===== config.mk =====
export PLATFORM = sky130hd
export DESIGN_NAME = sbsram_core
export DESIGN_NICKNAME = d
export VERILOG_FILES = /design/src/rtl/sbsram_pkg.sv /design/src/rtl/burst_seq_gen.sv /design/src/rtl/lane_write_dec.sv /design/src/rtl/sram_lane_array.sv /design/src/rtl/sbsram_core.sv
export SDC_FILE = /design/constraint.sdc
export NUM_CORES = 2
export LEC_CHECK = 0
export ABC_AREA = 1
export BUFFER_PORTS_ARGS = -buffer_cell sky130_fd_sc_hd__clkbuf_2
export CORE_ASPECT_RATIO = 1.2
export CORE_MARGIN = 4
export CORE_UTILIZATION = 50
export DETAILED_ROUTE_END_ITERATION = 10
export GPL_ROUTABILITY_DRIVEN = 0
export HOLD_SLACK_MARGIN = 0.15
export PLACE_DENSITY = 0.62
export REMOVE_ABC_BUFFERS = 1
export SLEW_MARGIN = 15
export SYNTH_ARGS = -nofsm -noshare
export SYNTH_HDL_FRONTEND = slang
export SYNTH_SLANG_ARGS = --single-unit

===== constraint.sdc =====
create_clock -name clk -period 6.9 [get_ports clk]
set_clock_uncertainty 0.05 [all_clocks]
set_input_delay 1.035 -clock clk [delete_from_list [all_inputs] [get_ports clk]]
set_output_delay 1.035 -clock clk [all_outputs]
set_load 0.02 [all_outputs]

===== src/rtl/sbsram_pkg.sv =====
`timescale 1ns/1ps
package sbsram_pkg;

    typedef enum logic [1:0] {
        ST_IDLE  = 2'd0,
        ST_READ  = 2'd1,
        ST_WRITE = 2'd2
    } cyc_state_e;

    function automatic logic [1:0] seq_lo(input logic [1:0] seed,
                                          input logic [1:0] cnt,
                                          input logic       xor_order);
        return xor_order ? (seed ^ cnt) : (seed + cnt);
    endfunction

endpackage


===== src/rtl/burst_seq_gen.sv =====
`timescale 1ns/1ps
module burst_seq_gen
    import sbsram_pkg::*;
(
    input  logic       clk,
    input  logic       rst_n,
    input  logic       load_i,
    input  logic       step_i,
    input  logic [1:0] seed_i,
    input  logic       order_i,
    output logic [1:0] lo_q_o,
    output logic [1:0] lo_nxt_o
);
    logic [1:0] seed_q, seed_d;
    logic [1:0] cnt_q,  cnt_d;
    logic       ord_q,  ord_d;

    always_comb begin
        seed_d = seed_q;
        cnt_d  = cnt_q;
        ord_d  = ord_q;
        if (load_i) begin
            seed_d = seed_i;
            cnt_d  = 2'd0;
            ord_d  = order_i;
        end else if (step_i) begin
            cnt_d  = cnt_q + 2'd1;
        end
    end

    always_ff @(posedge clk or negedge rst_n) begin
        if (!rst_n) begin
            seed_q <= 2'd0;
            cnt_q  <= 2'd0;
            ord_q  <= 1'b0;
        end else begin
            seed_q <= seed_d;
            cnt_q  <= cnt_d;
            ord_q  <= ord_d;
        end
    end

    assign lo_q_o   = seq_lo(seed_q, cnt_q, ord_q);
    assign lo_nxt_o = seq_lo(seed_d, cnt_d, ord_d);

    // linear order advances the low bits by one per step
    a_r6_linear_step: assert property (@(posedge clk) disable iff (!rst_n)
        (step_i && !load_i && !ord_q) |=> (lo_q_o == $past(lo_q_o) + 2'd1));

    // interleaved order advances the XOR distance from the seed by one
    a_r7_xor_step: assert property (@(posedge clk) disable iff (!rst_n)
        (step_i && !load_i && ord_q) |=> ((lo_q_o ^ seed_q) == (($past(lo_q_o) ^ $past(seed_q)) + 2'd1)));
endmodule


===== src/rtl/lane_write_dec.sv =====
`timescale 1ns/1ps
module lane_write_dec #(
    parameter int LANES = 4
) (
    input  logic             allow_i,
    input  logic             wall_n_i,
    input  logic             lane_en_n_i,
    input  logic [LANES-1:0] lane_n_i,
    output logic [LANES-1:0] req_o,
    output logic [LANES-1:0] we_o
);
    always_comb begin
        if (!wall_n_i)
            req_o = '1;
        else if (!lane_en_n_i)
            req_o = ~lane_n_i;
        else
            req_o = '0;
    end

    assign we_o = allow_i ? req_o : '0;
endmodule


===== src/rtl/sram_lane_array.sv =====
`timescale 1ns/1ps
module sram_lane_array #(
    parameter int AW    = 6,
    parameter int LANES = 4,
    parameter int LW    = 8
) (
    input  logic                clk,
    input  logic [LANES-1:0]    we_i,
    input  logic [AW-1:0]       waddr_i,
    input  logic [LANES*LW-1:0] wdata_i,
    input  logic [AW-1:0]       raddr_i,
    output logic [LANES*LW-1:0] rdata_o
);
    localparam int DEPTH = 1 << AW;

    for (genvar l = 0; l < LANES; l++) begin : g_lane
        logic [LW-1:0] cells [DEPTH];
        always_ff @(posedge clk) begin
            if (we_i[l]) cells[waddr_i] <= wdata_i[l*LW +: LW];
        end
        assign rdata_o[l*LW +: LW] = cells[raddr_i];
    end
endmodule


===== src/rtl/sbsram_core.sv =====
`timescale 1ns/1ps
module sbsram_core
    import sbsram_pkg::*;
#(
    parameter int AW    = 6,
    parameter int LANES = 4,
    parameter int LW    = 8
) (
    input  logic                clk,
    input  logic                rst_n,
    input  logic [AW-1:0]       addr_i,
    input  logic                strt_cpu_n,
    input  logic                strt_ctl_n,
    input  logic                step_n,
    input  logic                seq_sel,
    input  logic                sel_a_n,
    input  logic                sel_b,
    input  logic                sel_c_n,
    input  logic                wall_n,
    input  logic                lane_en_n,
    input  logic [LANES-1:0]    lane_n,
    input  logic                rd_en_n,
    input  logic [LANES*LW-1:0] wdata_i,
    output logic [LANES*LW-1:0] rdata_o,
    output logic                rdata_drive_o
);
    localparam int HIW = AW - 2;

    cyc_state_e st_q, st_d;
    logic [HIW-1:0]   hi_q;
    logic             selected, cpu_go, ctl_go, start_go;
    logic             load, step;
    logic [1:0]       lo_q, lo_nxt;
    logic [LANES-1:0] lane_req, lane_we;
    logic [AW-1:0]    waddr, raddr;
    logic [LANES*LW-1:0] arr_rdata;

    assign selected = !sel_a_n && sel_b && !sel_c_n;
    assign cpu_go   = !strt_cpu_n && !sel_a_n;
    assign ctl_go   = !strt_ctl_n && !cpu_go;
    assign start_go = cpu_go || ctl_go;
    assign load     = start_go && selected;
    assign step     = !start_go && (st_q != ST_IDLE) && !step_n;

    // next-state logic
    always_comb begin
        st_d = st_q;
        if (start_go) begin
            if (!selected)   st_d = ST_IDLE;
            else if (cpu_go) st_d = ST_READ;
            else             st_d = (|lane_req) ? ST_WRITE : ST_READ;
        end else begin
            unique case (st_q)
                ST_IDLE:           st_d = ST_IDLE;
                ST_READ, ST_WRITE: st_d = (|lane_req) ? ST_WRITE : ST_READ;
                default:           st_d = ST_IDLE;
            endcase
        end
    end

    // state register
    always_ff @(posedge clk or negedge rst_n) begin
        if (!rst_n) begin
            st_q <= ST_IDLE;
            hi_q <= '0;
        end else begin
            st_q <= st_d;
            if (load) hi_q <= addr_i[AW-1:2];
        end
    end

    burst_seq_gen u_seq (
        .clk      (clk),
        .rst_n    (rst_n),
        .load_i   (load),
        .step_i   (step),
        .seed_i   (addr_i[1:0]),
        .order_i  (seq_sel),
        .lo_q_o   (lo_q),
        .lo_nxt_o (lo_nxt)
    );

    lane_write_dec #(.LANES(LANES)) u_dec (
        .allow_i     (st_d == ST_WRITE),
        .wall_n_i    (wall_n),
        .lane_en_n_i (lane_en_n),
        .lane_n_i    (lane_n),
        .req_o       (lane_req),
        .we_o        (lane_we)
    );

    assign waddr = {(load ? addr_i[AW-1:2] : hi_q), lo_nxt};
    assign raddr = {hi_q, lo_q};

    sram_lane_array #(.AW(AW), .LANES(LANES), .LW(LW)) u_arr (
        .clk     (clk),
        .we_i    (lane_we),
        .waddr_i (waddr),
        .wdata_i (wdata_i),
        .raddr_i (raddr),
        .rdata_o (arr_rdata)
    );

    // output process
    always_comb begin
        rdata_o       = arr_rdata;
        rdata_drive_o = (st_q == ST_READ) && !rd_en_n;
    end

    // a strobe while deselected leaves the bus undriven after the edge
    a_r11_deselect: assert property (@(posedge clk) disable iff (!rst_n)
        (start_go && !selected) |=> !rdata_drive_o);

    // a processor-started cycle is a read
    a_r5_cpu_read: assert property (@(posedge clk) disable iff (!rst_n)
        (cpu_go && selected) |=> (st_q == ST_READ));

    // without step or strobe the burst address holds
    a_r8_hold: assert property (@(posedge clk) disable iff (!rst_n)
        ((st_q != ST_IDLE) && !start_go && step_n) |=> $stable(raddr));

    // bus never driven with the output enable high
    a_r12_oe_gate: assert property (@(posedge clk) disable iff (!rst_n)
        rd_en_n |-> !rdata_drive_o);

    // no write without a whole-word or lane enable
    a_r10_no_enable: assert property (@(posedge clk) disable iff (!rst_n)
        (wall_n && lane_en_n) |-> (lane_we == '0));
endmodule


# Yosys cells after proc, flatten, opt, wreduce, memory -nomap -nowiden
# Memory sizes are Yosys's and may differ from the RTL's.
# Index checks and enable logic that the tools add are counted.
# word_totals
output_inout_bits,33
mem_count,4
ram_bits,2048
reg_bits,11
word_cells,61
# mem_list
memory,depth,width,rd,rd_ports_with_merged_regs,write_ports,line,text
u_arr.g_lane[0].cells,64,8,1,0,1,sram_lane_array.sv:17,logic [LW-1:0] cells [DEPTH];
u_arr.g_lane[1].cells,64,8,1,0,1,sram_lane_array.sv:17,
u_arr.g_lane[2].cells,64,8,1,0,1,sram_lane_array.sv:17,
u_arr.g_lane[3].cells,64,8,1,0,1,sram_lane_array.sv:17,
# op_classes
n_mux,23
add_sub_neg,3
eq_ne,3
bitwise_logic,3
n_reduce_logical,20
# op_table
operator,n
2-bit 2-to-1 mux,10
4-bit 2-to-1 mux,4
1-bit 2-to-1 mux,9
1-bit logical AND,8
1-bit logical NOT,8
2-bit adder,2
2-bit equality test (second input constant),2
4-bit inverter,1
4-bit OR reduction,1
2-bit bitwise XOR,2
2-bit by 1-bit adder with 2-bit output (second input constant),1
2-bit by 1-bit equality test with 1-bit output (second input constant),1
2-bit nonzero test,1
2-bit OR reduction,1
1-bit logical OR,1

# Logic depth before layout (Yosys ltp)
# logic_depth
word_depth,12
ltp_mapped,16
ltp_nobuf,14

# Hierarchy
# A second synthesis with hierarchy kept.
# unflattened
cells_unflattened,7136
hier_area_um2,83845.4
# by_module_without_submodules
module,cells_per_inst,instances,seq_area_each_um2,area_per_inst_um2
sram_lane_array,7024,1,61499.0,83111.0
sbsram_core,48,1,150.1,342.8
burst_seq_gen,46,1,125.1,324.1
lane_write_dec,18,1,0.0,67.6

# Worst setup path before layout
# No wires, ideal clock.
# synth_path
path_kind,input to register
startpoint,in strt_cpu_n
endpoint,mem u_arr.g_lane[0].cells[16][0] (enable)
setup_time_ps,370
arrival_time_ps,3131
stages,13
required_time_ps,6480
path_slack_ps,3349
path_buffers,3
path_cell_list,inv_1 > nand2_1 > nand2_1 > nand2_2 > buf_6 > o21ai_0 > a21oi_1 > ha_1 > clkbuf_1 > inv_1 > clkbuf_1 > nand4_1 > nor2_1
# synth_between
elab_chain_cells,12
elab_cells_between_ends,24
# synth_lines
item,line,text
start: declaration,sbsram_core.sv:12,"input logic strt_cpu_n,"
1-bit logical NOT *,sbsram_core.sv:39,assign cpu_go = !strt_cpu_n && !sel_a_n;
1-bit logical AND *,sbsram_core.sv:39,
1-bit logical NOT,sbsram_core.sv:40,assign ctl_go = !strt_ctl_n && !cpu_go;
1-bit logical AND,sbsram_core.sv:40,
1-bit logical OR *,sbsram_core.sv:41,assign start_go = cpu_go || ctl_go;
1-bit logical NOT,sbsram_core.sv:43,assign step = !start_go && (st_q != ST_IDLE) && !step_n;
1-bit logical AND (2 in a row),sbsram_core.sv:43,
2-bit 2-to-1 mux,burst_seq_gen.sv:26,end else if (step_i) begin
2-bit 2-to-1 mux *,burst_seq_gen.sv:22,if (load_i) begin
via u_seq.cnt_d[0],burst_seq_gen.sv:15,"logic [1:0] cnt_q, cnt_d;"
2-bit adder or 2-bit bitwise XOR (tied branches),sbsram_pkg.sv:13,return xor_order ? (seed ^ cnt) : (seed + cnt);
2-bit 2-to-1 mux *,sbsram_pkg.sv:13,
end: declaration,sram_lane_array.sv:17,
# The timed path passes the listed nets; every way through them passes the cells marked *.

# Worst setup path in the final report
# layout_path
startpoint,reg u_seq.cnt_q[1]
endpoint,out rdata_o[0]
# layout_between
elab_chain_cells,3
elab_cells_between_ends,4
# layout_lines
item,line,text
start: declaration,burst_seq_gen.sv:15,
start signal: assignment,burst_seq_gen.sv:38,cnt_q <= cnt_d;
2-bit adder or 2-bit bitwise XOR (tied branches),sbsram_pkg.sv:13,
2-bit 2-to-1 mux *,sbsram_pkg.sv:13,
memory 64 x 8 bit *,n/a,
end: declaration,sbsram_core.sv:24,"output logic [LANES*LW-1:0] rdata_o,"
# Mark *: on every way between the ends. The rest lies on a longest branch, timed or not.

==> qor.csv <==
metric,value,unit
"Area growth, synth to finish",11.11,%
final count of pins violating max slew,0,
Slew @ Worst Pin,1227,ps
master cell of the clock root buffer,sky130_fd_sc_hd__clkbuf_16,
post-route non-filler standard cell count,9479,
"Remaining Overflow, GRT",0,
setup repair after global routing missed its margin,false,
part of the total power dissipated in the clock network,33.7,%
TritonRoute pass-1 iters,8,
placed wire-length estimate,145000,µm
total power divided by cell area,344.1,nW/µm²
Row Count,166,
Area after DPL,88580,µm²
TritonCTS Buffers,196,
final period demand of the worst path,5919,ps
finished layout cell area,95180,µm²
number of hold buffers added after CTS,1,
share of post-route cells with drive strength above 1,8.476,%
top-level port count,87,
fin crit share,85.78,%
# Max-Cap Violations,0,
post-synth top area share,71.79,%
placed cell count,9112,
CTS clock-pin slew for the worst setup and hold paths,60,ps
die area,178000,µm²
chip width,385.8,µm
switching power summed over all nets,10340,µW
count of cells resized by post-cts repair,0,
post-layout power,32750,µW
post-synth design cell area,85660,µm²
Num Clock Sinks,2059,
internal power contribution,22410,µW
CP max FO,68,
total wirelength of the detailed-routed design,248500,µm
vertical die dimension,461.4,µm
latest clock arrival within the worst-skew pair,850,ps
first-pass GRT wire length,362800,µm
VDD IR max,296.5,µV
number of post-CTS setup repair buffers,0,
Worst Setup Path Type,reg -> out,
Total GRT Usage,27.76,%
count of routing violations after the opening detailed-route iteration,6369,
number of levels in the clock H-tree,4,
sequential power share,42.3,%
switching portion of total power,31.57,%
Worst Path Arrival,4830,ps
Routed WL per cell,26.22,µm
share of the yosys chip area belonging to registers,72.12,%
final hold viol count,0,
combinational share of power,24.0,%
Post-Route Setup TNS,0,ps
clk buf depth,3,
number of distinct library cell variants in the gate-level netlist after synthesis,29,
number of warnings printed during yosys synthesis,0,
via count normalized by instance count,5.911,
area of the core region,170500,µm²
Lkg Pwr,0.03354,µW
clock tree from TritonCTS,yes,
effective utilization at floorplan,50.23,%
final antenna-violating net count,0,
mean instance size in the synthesized netlist,12.12,µm²
filler cell count,14030,
count of mapped cells out of synthesis,7068,
achievable clock frequency,168.9,MHz
largest net degree at the start of global routing,183,
initial antenna violation count,9,
status,completed,
capturing element type of the critical path,primary output,
tightest slew margin relative to the limit,17.98,%
number of remaining DRC errors,0,
Buffers on Ports,86,
library cell with the largest summed area after synthesis,sky130_fd_sc_hd__edfxtp_1,
startpoint type of the worst setup path,register,
final setup vio count,0,
via count,56030,
post-synthesis register bit count,2059,
Post-Route Hold Slack,461.6,ps
Total Nets Final,7101,
main area contributors after synthesis,"sky130_fd_sc_hd__edfxtp_1 72%, sky130_fd_sc_hd__nand2_1 6.5%, sky130_fd_sc_hd__nand3_1 6.4%",
worst path required time,5810,ps
Hold Crit Class,in -> reg,
vias in the first global route,55240,
[placed cells by master (no fill, tap or decap), types with 2 or more instances in the layout]
cell type                    instances
sky130_fd_sc_hd__edfxtp_1         2048
sky130_fd_sc_hd__nand2_1          1466
sky130_fd_sc_hd__nand3_1          1099
sky130_fd_sc_hd__nor2_1            720
sky130_fd_sc_hd__o21ai_0           306
sky130_fd_sc_hd__mux2i_1           271
sky130_fd_sc_hd__clkbuf_16         202
sky130_fd_sc_hd__a21boi_0          182
sky130_fd_sc_hd__buf_4             165
sky130_fd_sc_hd__nand4_1           160
sky130_fd_sc_hd__inv_1             128
sky130_fd_sc_hd__clkbuf_2           86
sky130_fd_sc_hd__a21oi_1            80
sky130_fd_sc_hd__o21ai_1            52
sky130_fd_sc_hd__clkinv_1           47
sky130_fd_sc_hd__clkinv_2           46
sky130_fd_sc_hd__bufinv_16          28
sky130_fd_sc_hd__clkbuf_1           26
sky130_fd_sc_hd__buf_12             21
sky130_fd_sc_hd__or2_2              10
sky130_fd_sc_hd__dfrtp_1             7
sky130_fd_sc_hd__nor2_2              6
sky130_fd_sc_hd__nand2_2             6
sky130_fd_sc_hd__nor2_4              6
sky130_fd_sc_hd__clkinvlp_4          6
sky130_fd_sc_hd__inv_2               5
sky130_fd_sc_hd__inv_6               5
sky130_fd_sc_hd__inv_8               3
sky130_fd_sc_hd__ha_1                3
sky130_fd_sc_hd__dfrtp_4             3
sky130_fd_sc_hd__diode_2             2
sky130_fd_sc_hd__nand2_4             2
sky130_fd_sc_hd__clkinv_8            2
[synth_stat cells (all sizes together)]
library cell,number
a21boi,182
a21oi,80
buf,227
clkbuf,269
clkinv,1
dfrtp,11
edfxtp,2048
ha,4
inv,137
mux2i,271
nand2,1474
nand3,1099
nand3b,1
nand4,161
nor2,732
o21ai,360
o22ai,1
or2,10
[power groups by stage]
stage                     Clock [µW]  Sequential [µW]  Combinational (µW)
after floorplan                    0            14200                5090
after global placement             0            14100                7750
after detailed placement           0            14100                7780
after CTS                      11200            13800                7810
after global routing           11700            13800                8560
final                          11000            13800                7860
[state kept, by name, indices dropped and copies added (netlist names)]
name and flops:
u_arr.g_lane.cells 2048, u_seq.cnt_q 2, u_seq.ord_q 1, st_q 2, hi_q 4, u_seq.seed_q 2
[final timing paths]
check	from	end	slack (ps)	cells after the start
max reg2reg	hi_q[0]	u_arr.g_lane[1].cells[18][5]	1810	7
min	addr_i[0]	u_seq.seed_q[0]	460	3
min in group asynchronous	rst_n	hi_q[0]	620	2
max in group asynchronous	rst_n	hi_q[2]	5820	2
min reg2reg	u_seq.ord_q	u_seq.ord_q	500	2
max	u_seq.cnt_q[1]	rdata_o[0]	980	16
[layout make-up]
class	instances	area [µm²]	area share, %
diodes	2	5.005	0.005258
well taps	2268	2838	2.982
repair buffers	273	2100	2.206
clock buffers	228	5152	5.414
clock inverters	136	1430	1.503
inverters	138	536.8	0.5640
flip-flops and latches	2059	61790	64.92
multi-input cells	4375	21330	22.41
[per-stage QoR]
step / utilization (%) / setup slack [ps]
after global placement: 51.94 / 1262
after floorplan: - / -47930
after global routing: 55.81 / 623.6
after CTS: 55.81 / 952.2
final: 55.82 / 981.0
after detailed placement: 51.94 / 1251
[critical path: stages, from the launching register on]
cell and delay [ps]:
sky130_fd_sc_hd__dfrtp_1 390, sky130_fd_sc_hd__inv_1 70, sky130_fd_sc_hd__nand2_1 120, sky130_fd_sc_hd__nand2_1 100
sky130_fd_sc_hd__nand2_4 550, sky130_fd_sc_hd__nand2_4 660, sky130_fd_sc_hd__clkinv_2 140, sky130_fd_sc_hd__buf_4 790
sky130_fd_sc_hd__nand2_1 110, sky130_fd_sc_hd__nand3_1 120, sky130_fd_sc_hd__nand2_1 70, sky130_fd_sc_hd__inv_1 130
sky130_fd_sc_hd__nand2_1 160, sky130_fd_sc_hd__nand2_1 110, sky130_fd_sc_hd__nand2_1 50, sky130_fd_sc_hd__nand2_1 170
sky130_fd_sc_hd__clkbuf_2 200
[metal layers]
metal  wire, µm  global-route usage (%)  up-vias
li1           -                       -    25180
met1      98200                   37.03    27470
met2     113900                   43.16     2783
met3      22020                   5.809      591
met4      14340                   14.42       12
met5         85                       0        -
[kinds of logic (layout without fill, tap and decap cells)]
logic type	Yosys count	in the layout	share of synthesized area, %
other cells	0	2	0
simple gates	3477	3477	17.43
compound gates	623	623	4.191
flops	2059	2059	72.12
fa+ha+maj	4	4	0.05843
buf+inv	634	775	3.043
mux	271	271	3.167
(Power assumes the default switching activity.)
